<file path="src/rtl/pit_pkg.sv">
package pit_pkg;

  typedef enum logic [1:0] {
    CMD_NOP     = 2'b00,
    CMD_STOP    = 2'b01,
    CMD_STOP_TC = 2'b10,
    CMD_START   = 2'b11
  } pit_cmd_e;

  typedef enum logic [1:0] {
    MODE_HALF_LOW     = 2'b00,
    MODE_SQUARE       = 2'b01,
    MODE_ONE_PULSE    = 2'b10,
    MODE_PULSE_RELOAD = 2'b11
  } pit_mode_e;

  typedef enum logic [1:0] {
    PEND_NONE  = 2'b00,
    PEND_STOP  = 2'b01,
    PEND_START = 2'b10
  } pit_pend_e;

endpackage

</file>
<file path="src/rtl/pit_pulse_sync.sv">
module pit_pulse_sync #(
  parameter int STAGES = 2
) (
  input  logic clk,
  input  logic rst,
  input  logic din,
  output logic step
);
  logic [STAGES-1:0] sync_q;
  logic              prev_q;
  logic              step_q;

  always_ff @(posedge clk) begin
    if (rst) begin
      sync_q <= '0;
      prev_q <= 1'b0;
      step_q <= 1'b0;
    end else begin
      sync_q <= {sync_q[STAGES-2:0], din};
      prev_q <= sync_q[STAGES-1];
      step_q <= sync_q[STAGES-1] & ~prev_q;
    end
  end

  assign step = step_q;

  AST_STEP_SINGLE: assert property (@(posedge clk) disable iff (rst)
    step_q |=> !step_q);

endmodule

</file>
<file path="src/rtl/pit_regs.sv">
module pit_regs
  import pit_pkg::*;
#(
  parameter int CNT_W  = 14,
  parameter int ADDR_W = 3
) (
  input  logic              clk,
  input  logic              rst,
  input  logic              wr_en,
  input  logic              rd_en,
  input  logic [ADDR_W-1:0] addr,
  input  logic [7:0]        wdata,
  input  logic              running,
  input  logic              tc_evt,
  output logic [CNT_W-1:0]  len_cfg,
  output pit_mode_e         mode_cfg,
  output logic              cmd_wr,
  output pit_cmd_e          cmd,
  output logic [7:0]        rdata,
  output logic              tc_flag
);
  localparam logic [ADDR_W-1:0] OFS_CMD = ADDR_W'(0);
  localparam logic [ADDR_W-1:0] OFS_LO  = ADDR_W'(4);
  localparam logic [ADDR_W-1:0] OFS_HI  = ADDR_W'(5);
  localparam int HI_BITS = CNT_W - 8;

  logic [CNT_W-1:0] len_q;
  pit_mode_e        mode_q;
  logic             flag_q;
  logic [7:0]       rdata_q;
  logic [7:0]       hi_byte;
  logic [7:0]       rd_mux;
  logic             rd_status;

  // length and mode survive reset by intent
  always_ff @(posedge clk) begin
    if (wr_en && addr == OFS_LO) len_q[7:0] <= wdata;
    if (wr_en && addr == OFS_HI) begin
      len_q[CNT_W-1:8] <= wdata[HI_BITS-1:0];
      mode_q           <= pit_mode_e'(wdata[7:6]);
    end
  end

  always_comb begin
    hi_byte              = '0;
    hi_byte[7:6]         = mode_q;
    hi_byte[HI_BITS-1:0] = len_q[CNT_W-1:8];
  end

  assign rd_status = rd_en && addr == OFS_CMD;

  always_comb begin
    case (addr)
      OFS_CMD: rd_mux = {running, flag_q, 6'b0};
      OFS_LO:  rd_mux = len_q[7:0];
      OFS_HI:  rd_mux = hi_byte;
      default: rd_mux = '0;
    endcase
  end

  always_ff @(posedge clk) begin
    if (rst) begin
      flag_q  <= 1'b0;
      rdata_q <= '0;
    end else begin
      if (tc_evt)         flag_q <= 1'b1;
      else if (rd_status) flag_q <= 1'b0;
      if (rd_en) rdata_q <= rd_mux;
    end
  end

  assign len_cfg  = len_q;
  assign mode_cfg = mode_q;
  assign cmd_wr   = wr_en && addr == OFS_CMD;
  assign cmd      = pit_cmd_e'(wdata[7:6]);
  assign rdata    = rdata_q;
  assign tc_flag  = flag_q;

  AST_TC_FLAG_SET: assert property (@(posedge clk) disable iff (rst)
    tc_evt |=> flag_q);
  AST_FLAG_CLEAR: assert property (@(posedge clk) disable iff (rst)
    (rd_status && !tc_evt) |=> !flag_q);

endmodule

</file>
<file path="src/rtl/pit_counter.sv">
module pit_counter
  import pit_pkg::*;
#(
  parameter int CNT_W = 14
) (
  input  logic             clk,
  input  logic             rst,
  input  logic             step,
  input  logic             cmd_wr,
  input  pit_cmd_e         cmd,
  input  logic [CNT_W-1:0] len_cfg,
  input  pit_mode_e        mode_cfg,
  output logic             running,
  output logic             tc_evt,
  output logic             tmr_out
);
  localparam logic [CNT_W-1:0] MIN_LEN = CNT_W'(2);
  localparam logic [CNT_W-1:0] ONE     = CNT_W'(1);

  logic [CNT_W-1:0] cnt_q;
  logic [CNT_W-1:0] act_len_q;
  pit_mode_e        act_mode_q;
  pit_pend_e        pend_q;
  logic             run_q;
  logic             tc_q;
  logic             out_q;
  logic [CNT_W-1:0] eff_len;
  logic             tc_hit;
  logic             single_mode;
  logic             wave;

  assign eff_len     = (len_cfg < MIN_LEN) ? MIN_LEN : len_cfg;
  assign tc_hit      = run_q && step && cnt_q == ONE;
  assign single_mode = act_mode_q == MODE_HALF_LOW || act_mode_q == MODE_ONE_PULSE;

  always_comb begin
    if (act_mode_q == MODE_HALF_LOW || act_mode_q == MODE_SQUARE)
      wave = cnt_q > (act_len_q >> 1);
    else
      wave = cnt_q != ONE;
  end

  // counter, active configuration and start/stop sequencing
  always_ff @(posedge clk) begin
    if (rst) begin
      run_q  <= 1'b0;
      pend_q <= PEND_NONE;
      tc_q   <= 1'b0;
      out_q  <= 1'b1;
    end else begin
      tc_q  <= tc_hit;
      out_q <= run_q ? wave : 1'b1;
      if (run_q && step) begin
        if (cnt_q == ONE) begin
          case (pend_q)
            PEND_START: begin
              act_len_q  <= eff_len;
              act_mode_q <= mode_cfg;
              cnt_q      <= eff_len;
              pend_q     <= PEND_NONE;
            end
            PEND_STOP: begin
              run_q  <= 1'b0;
              pend_q <= PEND_NONE;
            end
            default: begin
              if (single_mode) run_q <= 1'b0;
              else             cnt_q <= act_len_q;
            end
          endcase
        end else begin
          cnt_q <= cnt_q - ONE;
        end
      end
      if (cmd_wr) begin
        case (cmd)
          CMD_STOP: begin
            if (run_q) begin
              run_q  <= 1'b0;
              pend_q <= PEND_NONE;
            end
          end
          CMD_STOP_TC: begin
            if (run_q) pend_q <= PEND_STOP;
          end
          CMD_START: begin
            if (run_q) begin
              pend_q <= PEND_START;
            end else begin
              act_len_q  <= eff_len;
              act_mode_q <= mode_cfg;
              cnt_q      <= eff_len;
              run_q      <= 1'b1;
              pend_q     <= PEND_NONE;
            end
          end
          default: ;
        endcase
      end
    end
  end

  assign running = run_q;
  assign tc_evt  = tc_q;
  assign tmr_out = out_q;

  AST_CNT_IN_RANGE: assert property (@(posedge clk) disable iff (rst)
    run_q |-> (cnt_q != '0 && cnt_q <= act_len_q));
  AST_STEP_DECR: assert property (@(posedge clk) disable iff (rst)
    (run_q && step && cnt_q > ONE && !cmd_wr) |=> cnt_q == $past(cnt_q) - ONE);
  AST_HOLD_NO_STEP: assert property (@(posedge clk) disable iff (rst)
    (run_q && !step && !cmd_wr) |=> (run_q && $stable(cnt_q)));
  AST_STOP_NOW: assert property (@(posedge clk) disable iff (rst)
    (cmd_wr && cmd == CMD_STOP) |=> !run_q);
  AST_IDLE_HIGH: assert property (@(posedge clk) disable iff (rst)
    !run_q |=> out_q);
  AST_MIN_LEN: assert property (@(posedge clk) disable iff (rst)
    run_q |-> act_len_q >= MIN_LEN);

endmodule

</file>
<file path="src/rtl/prog_interval_timer.sv">
module prog_interval_timer
  import pit_pkg::*;
#(
  parameter int CNT_W       = 14,
  parameter int SYNC_STAGES = 2,
  parameter int ADDR_W      = 3
) (
  input  logic              clk,
  input  logic              rst,
  input  logic              wr_en,
  input  logic              rd_en,
  input  logic [ADDR_W-1:0] addr,
  input  logic [7:0]        wdata,
  output logic [7:0]        rdata,
  input  logic              tmr_in,
  output logic              tmr_out,
  output logic              tc_flag
);
  logic             step;
  logic             running;
  logic             tc_evt;
  logic             cmd_wr;
  pit_cmd_e         cmd;
  logic [CNT_W-1:0] len_cfg;
  pit_mode_e        mode_cfg;

  pit_pulse_sync #(.STAGES(SYNC_STAGES)) u_sync (
    .clk  (clk),
    .rst  (rst),
    .din  (tmr_in),
    .step (step)
  );

  pit_regs #(.CNT_W(CNT_W), .ADDR_W(ADDR_W)) u_regs (
    .clk      (clk),
    .rst      (rst),
    .wr_en    (wr_en),
    .rd_en    (rd_en),
    .addr     (addr),
    .wdata    (wdata),
    .running  (running),
    .tc_evt   (tc_evt),
    .len_cfg  (len_cfg),
    .mode_cfg (mode_cfg),
    .cmd_wr   (cmd_wr),
    .cmd      (cmd),
    .rdata    (rdata),
    .tc_flag  (tc_flag)
  );

  pit_counter #(.CNT_W(CNT_W)) u_cnt (
    .clk      (clk),
    .rst      (rst),
    .step     (step),
    .cmd_wr   (cmd_wr),
    .cmd      (cmd),
    .len_cfg  (len_cfg),
    .mode_cfg (mode_cfg),
    .running  (running),
    .tc_evt   (tc_evt),
    .tmr_out  (tmr_out)
  );

endmodule

</file>
<file path="config.mk">
export PLATFORM = sky130hd
export DESIGN_NAME = prog_interval_timer
export DESIGN_NICKNAME = d
export VERILOG_FILES = /design/src/rtl/pit_pkg.sv /design/src/rtl/pit_pulse_sync.sv /design/src/rtl/pit_regs.sv /design/src/rtl/pit_counter.sv /design/src/rtl/prog_interval_timer.sv
export SDC_FILE = /design/constraint.sdc
export NUM_CORES = 1
export LEC_CHECK = 0
export BUFFER_PORTS_ARGS = -buffer_cell sky130_fd_sc_hd__buf_2
export CAP_MARGIN = 10
export CORE_UTILIZATION = 45
export CTS_CLUSTER_DIAMETER = 40
export DETAILED_ROUTE_END_ITERATION = 10
export HOLD_SLACK_MARGIN = 0.05
export SLEW_MARGIN = 5
export SYNTH_ARGS = -nofsm -noshare
export SYNTH_HDL_FRONTEND = slang
export SYNTH_SLANG_ARGS = --single-unit
</file>
<file path="constraint.sdc">
create_clock -name clk -period 3.82 [get_ports clk]
set_clock_uncertainty 0.05 [all_clocks]
set_input_delay 0.764 -clock clk [delete_from_list [all_inputs] [get_ports clk]]
set_output_delay 0.764 -clock clk [all_outputs]
set_load 0.02 [all_outputs]
</file>
* Word-level counts from Yosys, hierarchy flattened *
Cells that the tools add are included.
Widths: inputs -> output; s select.

storage, ports and cells
  flip-flop bits (word level) = 64
  logic and storage cells = 85

operators by class
  $add $sub $neg = 1
  magnitude comparators = 2
  eq/ne operators = 11
  muxes and demuxes = 40
  bitwise logic cells = 3
  reduce and logical (&&, ||, !) cells = 13

operators by type and width
  operator               number
  $mux 14                13
  $pmux 14 s2            1
  $mux 2                 13
  $pmux 8 s3             1
  $eq 14x1->1 const B    1
  $gt 14x13->1           1
  $lt 14x2->1 const B    1
  $ne 14x1->1 const B    1
  $sub 14x1->14 const B  1
  $mux 1                 9
  $eq 2x2->1 const B     4
  $eq 2x1->1 const B     3
  $eq 3x3->1 const B     2
  $logic_and 1x1->1      6
  $pmux 2 s3             1
  $pmux 1 s2             2
  $reduce_or 2->1        2
  $logic_not 3->1        1
  $logic_not 2->1        1
  $logic_or 1x1->1       2
  $not 1->1              2
  $reduce_bool 2->1      1
  $and 1x1->1            1

* Depth between registers and ports, before layout *
  depth after elaboration = 9
  mapped depth = 8

* Hierarchy *
A second synthesis with hierarchy kept.

unflattened totals
  cells, all modules = 370
  area total of the unflattened synthesis = 3905.0 um2

by module, submodules not included
  module          instances  cells each  area each (um2)  seq. area each (um2)
  pit_counter     1          283         2751.4           1001.0
  pit_regs        1          79          1042.2           660.6
  pit_pulse_sync  1          8           111.4            80.1

* Least setup slack after synthesis *
No wires, ideal clock.

  path type = reg-to-reg
  from = register u_cnt.cnt_q[6]
  to = register u_cnt.cnt_q[4] (data pin)
  library setup time = 0.259 ns
  data arrival time = 2.178 ns
  required time = 3.511 ns
  setup slack = 1.333 ns
  cell stages (with the launch flop) = 7
  clock period less this slack = 2.487 ns
  path through = edfxtp_1 or4_4 buf_6 nor4_4 mux2_2 a211oi_1 nor2_1

between the ends
  cells in the longest elaborated chain, start to end = 6

ends and longest elaborated chain
  element                 line               text
  start, declared         pit_counter.sv:20  logic [CNT_W-1:0] cnt_q;
  start signal, assigned  pit_counter.sv:59  cnt_q <= eff_len;
  start signal, assigned  pit_counter.sv:68  else cnt_q <= act_len_q;
  start signal, assigned  pit_counter.sv:72  cnt_q <= cnt_q - ONE;
  $eq 14x1->1 *           pit_counter.sv:54  if (cnt_q == ONE) begin
  $mux 14 *               pit_counter.sv:54
  $mux 14 *               pit_counter.sv:53  if (run_q && step) begin
  $mux 14                 pit_counter.sv:87  if (run_q) begin
  $mux 14                 pit_counter.sv:76  case (cmd)
  $mux 14 *               pit_counter.sv:75  if (cmd_wr) begin

Every way passes the cells marked *; elsewhere a longest branch is shown, timed or not.
A chain may end at the register's enable or synchronous reset.

* Final worst setup path *
  from = register u_cnt.cnt_q[1]
  to = register u_cnt.cnt_q[4] (data pin)

between the ends
  cells in the longest elaborated chain, start to end = 6

ends and longest elaborated chain
  element                                              line
  $sub 14x1->14 / $eq 14x1->1 (equally long branches)  pit_counter.sv:72, pit_counter.sv:54
  $mux 14 *                                            pit_counter.sv:54
  $mux 14 *                                            pit_counter.sv:53
  $mux 14                                              pit_counter.sv:87
  $mux 14                                              pit_counter.sv:76
  $mux 14 *                                            pit_counter.sv:75

Marks and branches as above.

==> out/metrics.json <==
{
  "cts_made_buffers": 9,
  "status": "finished clean",
  "antenna_violating_nets_post_route": 0,
  "postLayoutCellArea_um2": 4300,
  "post_cts_hold_buffer_count": 0,
  "syn-cell-area_um2": 3910,
  "ir_worst_vdd_mv": 0.328,
  "finalWorstPathRequiredPeriod_ps": 2910,
  "timing_worst_slew_pin_value_ps": 965,
  "setup.worst_path.class": "reg2reg",
  "antenna_violations_before_repair": 0,
  "cts_tree": "built",
  "slew_viol_final": 0,
  "grt_overflow_total": 0,
  "postLayoutCoreUtil_pct": 51.8,
  "fin_crit_sh_pct": 76.3,
  "die_area_um2": 9070,
  "worst-r2r-setup-slack_ps": 910,
  "wl_per_cell_um": 19.2,
  "maxCapViolCount": 0,
  "buffer_ports.inserted": 25,
  "post-route-worst-setup-slack_ps": 907,
  "ys.warnings.count": 0,
  "cts-root-to-sink-buffers": 2,
  "numClockSinks": 64,
  "static-leakage-power_uw": 0.00167,
  "io_pins": 26,
  "netlist.area_leader.share_pct": 35.3,
  "worstPathArrival_ps": 2960,
  "drt-initial-drc-count": 328,
  "worst_setup_hold_path_clk_slew_ps": 80,
  "design.final.nets": 442,
  "dr_total_vias": 3138,
  "worst_skew_pair.late_latency_ps": 350,
  "placementRows": 33,
  "cts-root-buf": "sky130_fd_sc_hd__clkbuf_8",
  "fmax_mhz": 343,
  "first_pass_iters": 5,
  "postPlaceCellArea_um2": 4080,
  "setup_tns_ps": 0,
  "postSynthCellCount": 386,
  "core_area_um2": 8300,
  "top_layer_used": "met4",
  "seq_area_frac_synth_pct": 44.5,
  "post_synthesis_sequential_element_count": 64,
  "cts_resized": 0,
  "grt_pass1_vias": 2976,
  "dieWidth_um": 95.2,
  "yosys-top-cells-area": "sky130_fd_sc_hd__edfxtp_1 35%, sky130_fd_sc_hd__dfxtp_1 9.2%, sky130_fd_sc_hd__ha_1 5.8%",
  "diodes": 0,
  "route.met2.wl_um": 4420,
  "grtUsageTotal_pct": 24.2,
  "postCtsSetupBuffers": 0,
  "synth.top_cells.by_count": "46 x sky130_fd_sc_hd__edfxtp_1, 39 x sky130_fd_sc_hd__nor2_1, 30 x sky130_fd_sc_hd__nand2_1, 27 x sky130_fd_sc_hd__inv_1, 23 x sky130_fd_sc_hd__a21oi_1",
  "layout-drive-gt1-share_pct": 17.4,
  "critPathCaptureType": "flip-flop",
  "report.final.hold_viol_count": 0,
  "post-synth-top-count-cell": "sky130_fd_sc_hd__edfxtp_1",
  "die_height_um": 95.2,
  "wl_met1_um": 4570,
  "floorplan.initialDensity_pct": 47.1,
  "synth-edff-count": 46,
  "ys_types": 67,
  "synth_ff_type": "sky130_fd_sc_hd__edfxtp_1",
  "h-tree-depth": 3,
  "synth_async_reset_ratio_pct": 0,
  "syn-mean-instance-area_um2": 10.1,
  "wl_met3_um": 647,
  "rsz0062_at_grt": "no",
  "syn2layout_area_growth_pct": 9.88,
  "post-route-drc-count": 0,
  "crit_path_max_fanout": 9,
  "dpl_worst_slack_ps": 779,
  "startpoint_type": "flip-flop",
  "critical_path_required_ps": 3860,
  "worstHoldPathType": "reg2reg",
  "setup_violations": 0,
  "synth.largest_area_cell": "sky130_fd_sc_hd__edfxtp_1",
  "routed_wirelength_um": 9920,
  "timing.max_slew.rel_slack_pct": 35.5,
  "grt_first_pass_wirelength_um": 16000,
  "synth.net_count": 420,
  "post_drt_via_cell_ratio": 6.06,
  "globalplace.congestion": 0.868,
  "pwr_density_cell_nw_per_um2": 378,
  "detailedPlacementHpwl_um": 7280,
  "grt_max_degree": 32
}
[per-stage QoR]
stage               instances  hold WS [ps]  power, µW
global placement          502           327        975
floorplan                 386           317        927
detailed placement        502           334        978
CTS                       518           333       1630
global route              518           346       1690
finish                    518           325       1620
[critical path, stage by stage (launching register included)]
cell,delay [ps]
sky130_fd_sc_hd__edfxtp_1,500
sky130_fd_sc_hd__inv_1,130
sky130_fd_sc_hd__ha_1,150
sky130_fd_sc_hd__or4b_1,510
sky130_fd_sc_hd__nor4_4,540
sky130_fd_sc_hd__mux2_2,420
sky130_fd_sc_hd__a211oi_1,270
sky130_fd_sc_hd__nor2_1,80
[cell type report]
class | count | area, µm²
Clock inverter | 6 | 92.6
Multi-Input combinational cell | 277 | 1950
Fill cell | 740 | 4000
Inverter | 27 | 101
Sequential cell | 64 | 1740
Clock buffer | 10 | 128
Timing Repair Buffer | 29 | 155
Tap cell | 105 | 131
[layer usage]
metal | track usage, % | vias up
li1 | - | 1486
met3 | 5.18 | 22
met2 | 36.5 | 152
met1 | 33.1 | 1478
met5 | 0 | -
met4 | 10.9 | 0
[power breakdown]
group / leakage, µW / switching [µW] / internal [µW]
sequential: 0.000585 / 43.0 / 778
combinational: 0.000979 / 80.2 / 64.2
clock: 0.000103 / 289 / 371
total: 0.00167 / 412 / 1210
[flip-flops by register name (all words and copies together), names as in the netlist]
signal	cells
u_cnt.act_len_q	14
u_regs.len_cfg	14
u_cnt.cnt_q	14
u_regs.rdata	8
u_cnt.pend_q	2
u_cnt.tc_evt	1
u_cnt.tmr_out	1
u_sync.sync_q	2
u_cnt.act_mode_q	2
u_sync.prev_q	1
u_regs.mode_cfg	2
u_cnt.running	1
u_sync.step	1
u_regs.tc_flag	1
[placed cells by master, fill, tap and decap left out, types with 13 or more instances in the layout]
master,netlist,layout
sky130_fd_sc_hd__ha_1,18,18
sky130_fd_sc_hd__mux2_2,13,13
sky130_fd_sc_hd__dfxtp_1,18,18
sky130_fd_sc_hd__inv_1,27,27
sky130_fd_sc_hd__nand3_1,16,16
sky130_fd_sc_hd__nand2_1,30,30
sky130_fd_sc_hd__buf_2,1,25
sky130_fd_sc_hd__edfxtp_1,46,46
sky130_fd_sc_hd__a21oi_1,23,23
sky130_fd_sc_hd__mux2i_1,13,13
sky130_fd_sc_hd__o21ai_0,14,14
sky130_fd_sc_hd__nor2_1,39,39
[worst paths after layout]
path / from / to / depth (start not counted)
worst min register to register: u_sync.prev_q$_SDFF_PP0_ / u_sync.step$_SDFF_PP0_ / 1
worst max-delay path: u_cnt.cnt_q[1]$_DFFE_PN_ / u_cnt.cnt_q[4]$_DFFE_PN_ / 7
worst max register to register: u_cnt.cnt_q[1]$_DFFE_PN_ / u_cnt.cnt_q[4]$_DFFE_PN_ / 7
worst min-delay path: u_sync.prev_q$_SDFF_PP0_ / u_sync.step$_SDFF_PP0_ / 1
[kinds of logic (layout without fill, tap and decap cells)]
group | Yosys count | after routing | share of synthesized area (%)
compound gates | 86 | 86 | 15.4
flops | 64 | 64 | 44.5
mux | 35 | 35 | 9.66
buf+inv | 45 | 72 | 5.66
fa+ha+maj | 18 | 18 | 5.76
simple gates | 136 | 136 | 18.6
xor+xnor | 2 | 2 | 0.448
No activity file was read; power rests on OpenSTA's default activity.
